**config.mk**
```make
export PLATFORM = sky130hd
export DESIGN_NAME = pll_holdover_ctrl
export DESIGN_NICKNAME = d
export VERILOG_FILES = /design/src/rtl/pll_holdover_ctrl.sv
export SDC_FILE = /design/constraint.sdc
export NUM_CORES = 1
export LEC_CHECK = 0
export ABC_AREA = 1
export ABC_CLOCK_PERIOD_IN_PS = 3200
export BUFFER_PORTS_ARGS = -buffer_cell sky130_fd_sc_hd__buf_2
export CORE_ASPECT_RATIO = 0.9
export CORE_MARGIN = 1.5
export CORE_UTILIZATION = 45
export DETAILED_ROUTE_END_ITERATION = 7
export HOLD_SLACK_MARGIN = 0.15
export PLACE_DENSITY = 0.68
export SLEW_MARGIN = 20
export SYNTH_ARGS = -nofsm -noshare
export SYNTH_HDL_FRONTEND = slang
export SYNTH_SLANG_ARGS = --single-unit
```
**constraint.sdc**
```tcl
create_clock -name clk -period 3.2 [get_ports clk]
set_input_delay 0.48 -clock clk [delete_from_list [all_inputs] [get_ports clk]]
set_output_delay 0.48 -clock clk [all_outputs]
set_load 0.02 [all_outputs]
```
**src/rtl/pll_holdover_ctrl.sv**
```systemverilog
module pll_holdover_ctrl #(
  parameter int CW   = 8,
  parameter int MINC = 5
) (
  input  logic          clk,
  input  logic          rst,
  input  logic          pll_en,
  input  logic          in_window,
  input  logic          ref_edge,
  input  logic          ld_pin,
  input  logic          ld_pin_use,
  input  logic [CW-1:0] lock_cnt,
  output logic          lock_det,
  output logic          cp_hiz,
  output logic          hold_active
);

  typedef enum logic [1:0] {IDLE, ARMED, HOLD, SETTLE} st_t;

  localparam logic [CW-1:0] MINV = CW'(MINC);

  st_t           st, st_nx;
  logic [CW-1:0] run;
  logic [CW-1:0] tgt;
  logic          pin_ok;

  assign tgt      = (lock_cnt < MINV) ? MINV : lock_cnt;
  assign lock_det = (run >= tgt);
  assign pin_ok   = !ld_pin_use || ld_pin;
  assign cp_hiz      = (st == HOLD);
  assign hold_active = cp_hiz;

  always_ff @(posedge clk) begin
    if (rst || !pll_en || !in_window) run <= '0;
    else if (run < tgt)               run <= run + 1'b1;
  end

  always_comb begin
    st_nx = st;
    case (st)
      IDLE:   if (lock_det) st_nx = ARMED;
      ARMED:  if (!lock_det) st_nx = pin_ok ? HOLD : IDLE;
      HOLD:   if (ref_edge) st_nx = SETTLE;
      SETTLE: if (lock_det) st_nx = ARMED;
      default: st_nx = IDLE;
    endcase
  end

  always_ff @(posedge clk) begin
    if (rst || !pll_en) st <= IDLE;
    else                st <= st_nx;
  end


  rst_clear_chk: assert property (@(posedge clk) rst |=> (!cp_hiz && !lock_det));


  dis_release_chk: assert property (@(posedge clk) disable iff (rst)
    !pll_en |=> (!cp_hiz && !lock_det));


  win_clear_chk: assert property (@(posedge clk) disable iff (rst)
    !in_window |=> !lock_det);


  hold_keep_chk: assert property (@(posedge clk) disable iff (rst)
    (cp_hiz && !ref_edge && pll_en) |=> cp_hiz);


  entry_cause_chk: assert property (@(posedge clk) disable iff (rst)
    $rose(cp_hiz) |-> $past(!lock_det && pll_en && (!ld_pin_use || ld_pin)));


  ref_exit_chk: assert property (@(posedge clk) disable iff (rst)
    (cp_hiz && ref_edge) |=> !cp_hiz);

endmodule

```
==> results.txt <==
Post-DRT Antenna Nets = 0
Worst-Skew Late Latency = 0.27 ns
Worst setup SP type = input port
Kind of critical path = in2out
Final Skew = 0.00219 ns
Routability cong. = 0.773
Adder and majority gate portion of the synthesized area = 16.6%
EDFF count, synth = 0
Antenna cell count = 0
Reg power frac = 51.7%
Hold Buf Count CTS = 0
Final Instance Area = 960 µm²
Seq/Total Area, Yosys = 24.1%
Largest stage delay, worst path = 0.24 ns
Fin. max-slew vios = 0
Ys async rst share = 0%
Vias in the first global route = 765
Port bufs = 17
Final min period = 2.45 ns
Max-slew headroom = 83.5%
Crit path buf inv count = 4
Vias/cell = 4.69
Warnings, synthesis = 0
Top cell type's share of synthesized area = 24.1%
Pleak = 0.535 nW
Pin count of the biggest net entering global routing = 11
Total global-route track usage = 19.3%
Final number of hold-violating endpoints = 0
Post-synthesis mux area share = 0%
Vias = 784
Initial antenna violation count = 0
Main combinational cell family by area after synthesis = simple AND/OR/NAND/NOR gates
# Max-Cap Violations = 0
Core region area = 0.00170 mm²
Sw Ratio = 24.8%
Final setup fails = 0
Largest cells by area after synthesis = dfxtp_1 24%, ha_1 17%, inv_1 12%
Worst Setup End Kind = output pin
Fin crit share = 76.5%
Slowest cell on the critical path = ha_1
Crit-path cells = buf_2 > nor2_1 > inv_1 > a21oi_1 > and3_1 > inv_1 > nand2_1 > ha_1 > nand2_1 > nand2_1 > nand2_1 > nand2_1 > nand2_2 > nand3_2 > buf_2
CP arrival = 1.97 ns
RSZ-0062 raised after global routing = false
NumNets Final = 171
Die height = 43.7 µm
Worst EP required = 2.72 ns
First-pass GRT wire length = 2.87 mm
CTS tree = done
Critical-path maximum fanout = 3
Area added between synthesis and finish = 15.7%
Slew @ Worst Pin = 0.248 ns
Row cnt = 14
Clock slew at reported path FFs = 0.06 ns
Max VDD drop = 0.195 mV
DR pass1 iterations = 5
Fin util = 56.5%
Layout cell share with drive strength beyond 1 = 21.0%
Top Ports = 18
DIE WIDTH = 48.3 µm
Mean Syn Cell Area = 6.69 µm²
DP Area = 937 µm²
Post-synthesis simple-gate area fraction = 35.1%
Worst path most repeated cell = nand2_1
Seq cells post-synth = 10
Logic pwr share = 13.1%
Drt total wl = 1.66 mm
Pint = 0.184 mW
Clock sinks = 10
Post-Synth XOR/XNOR Area = 1.06%
Post-CTS Resized = 0
Switching pwr = 0.0607 mW
Status = complete, no violations
1st-iter DRT viols = 9
Residual DRC = 0
Cts bufs inserted = 3
Synth unique cells = 20
Initial Utilization = 48.8%
Syn nets = 150
Final HPWL DP = 1.40 mm
CP delay by family, top = simple AND/OR/NAND/NOR gates
Clock Tree Buf Depth = 2
Layout Cells excl Fill = 167
Gate Count Post-Synth = 124
Setup Fix Bufs, Post-CTS = 0
DP Cell Count = 164
Number of H-tree levels = 1
Clock root buffer = clkbuf_4
Top FF cell, synth = dfxtp_1
Post-synthesis compound-gate area fraction = 9.95%
WHS = 0.467 ns
Worst min-delay path category = in2reg
Total Neg Setup Slack = 0 ns
Commonest cells after routing, fill and taps aside = 27 x inv_1, 26 x nand2_1, 17 x buf_2, 14 x nor2_1, 11 x ha_1
Synth area leader = dfxtp_1
Wire per inst = 9.95 µm
GRT overflow = 0
Power Density = 255 mW/mm²
FMAX = 0.409 GHz
Commonest non-fill, non-tap cell in the layout = inv_1
Mapped cell area = 830 µm²
Area of the die = 0.00211 mm²
Clk pwr share = 35.2%
==> stage by stage <==
stage | total power, mW | setup WS, ns
after floorplan | 0.148 | 1.11
after global placement | 0.160 | 0.810
after detailed placement | 0.161 | 0.753
after CTS | 0.249 | 0.746
after global routing | 0.258 | 0.557
final | 0.244 | 0.753
==> synth_stat cells (4+ instances only) <==
master   count
inv_1       27
nand2_1     26
nor2_1      14
ha_1        11
dfxtp_1     10
a21oi_1      8
o21ai_0      7
nand4_1      4
==> path summary, 6_finish.rpt <==
| check | start | to | slack [ns] | cells after the start |
|---|---|---|---|---|
| worst max-delay path | lock_cnt[1] | lock_det | 0.75 | 15 |
| worst min-delay path | in_window | run[7]$_SDFFE_PP0N_ | 0.47 | 3 |
| worst max register to register | run[3]$_SDFFE_PP0N_ | run[4]$_SDFFE_PP0N_ | 1.63 | 10 |
| worst min register to register | run[4]$_SDFFE_PP0N_ | run[4]$_SDFFE_PP0N_ | 0.50 | 2 |
==> power by group through the flow <==
| stage | Sequential (mW) | Clock [mW] | Combinational, mW |
|---|---|---|---|
| 6_report | 0.126 | 0.0860 | 0.0321 |
| 5_1_grt | 0.126 | 0.0946 | 0.0375 |
| 4_1_cts | 0.126 | 0.0906 | 0.0325 |
| 3_5_place_dp | 0.129 | 0 | 0.0322 |
| 3_3_place_gp | 0.129 | 0 | 0.0309 |
| 2_1_floorplan | 0.129 | 0 | 0.0187 |
==> final cells by class <==
cell class	count	area, µm²
flip-flops and latches	10	200
well taps	24	30.0
fillers	188	739
clock buffers	3	22.5
inverters	27	101
repair buffers	17	85.1
multi-input cells	86	520
==> sequential cells by signal, summed over array words and instances (netlist names) <==
register / count
st: 2
run: 8
==> worst min-delay path: stages <==
cell and delay, ns:
buf_2 0.09, nand2_1 0.08, a21oi_1 0.04
==> metal layers <==
layer  share of wire [%]  vias up  wire length, µm  global-route usage, %
li1                    -      426                -                      -
met1                  51      337              848                   23.5
met2                  44       16              731                   31.8
met3                 2.5        5               41                   1.25
met4                 2.3        0               39                   11.4
met5                   0        -                0                      0
==> cell families after synthesis <==
family / Yosys count
simple gates: 58
buf+inv: 28
compound gates: 16
fa+ha+maj: 11
flops: 10
xor+xnor: 1
No activity file was read; power rests on OpenSTA's default activity.
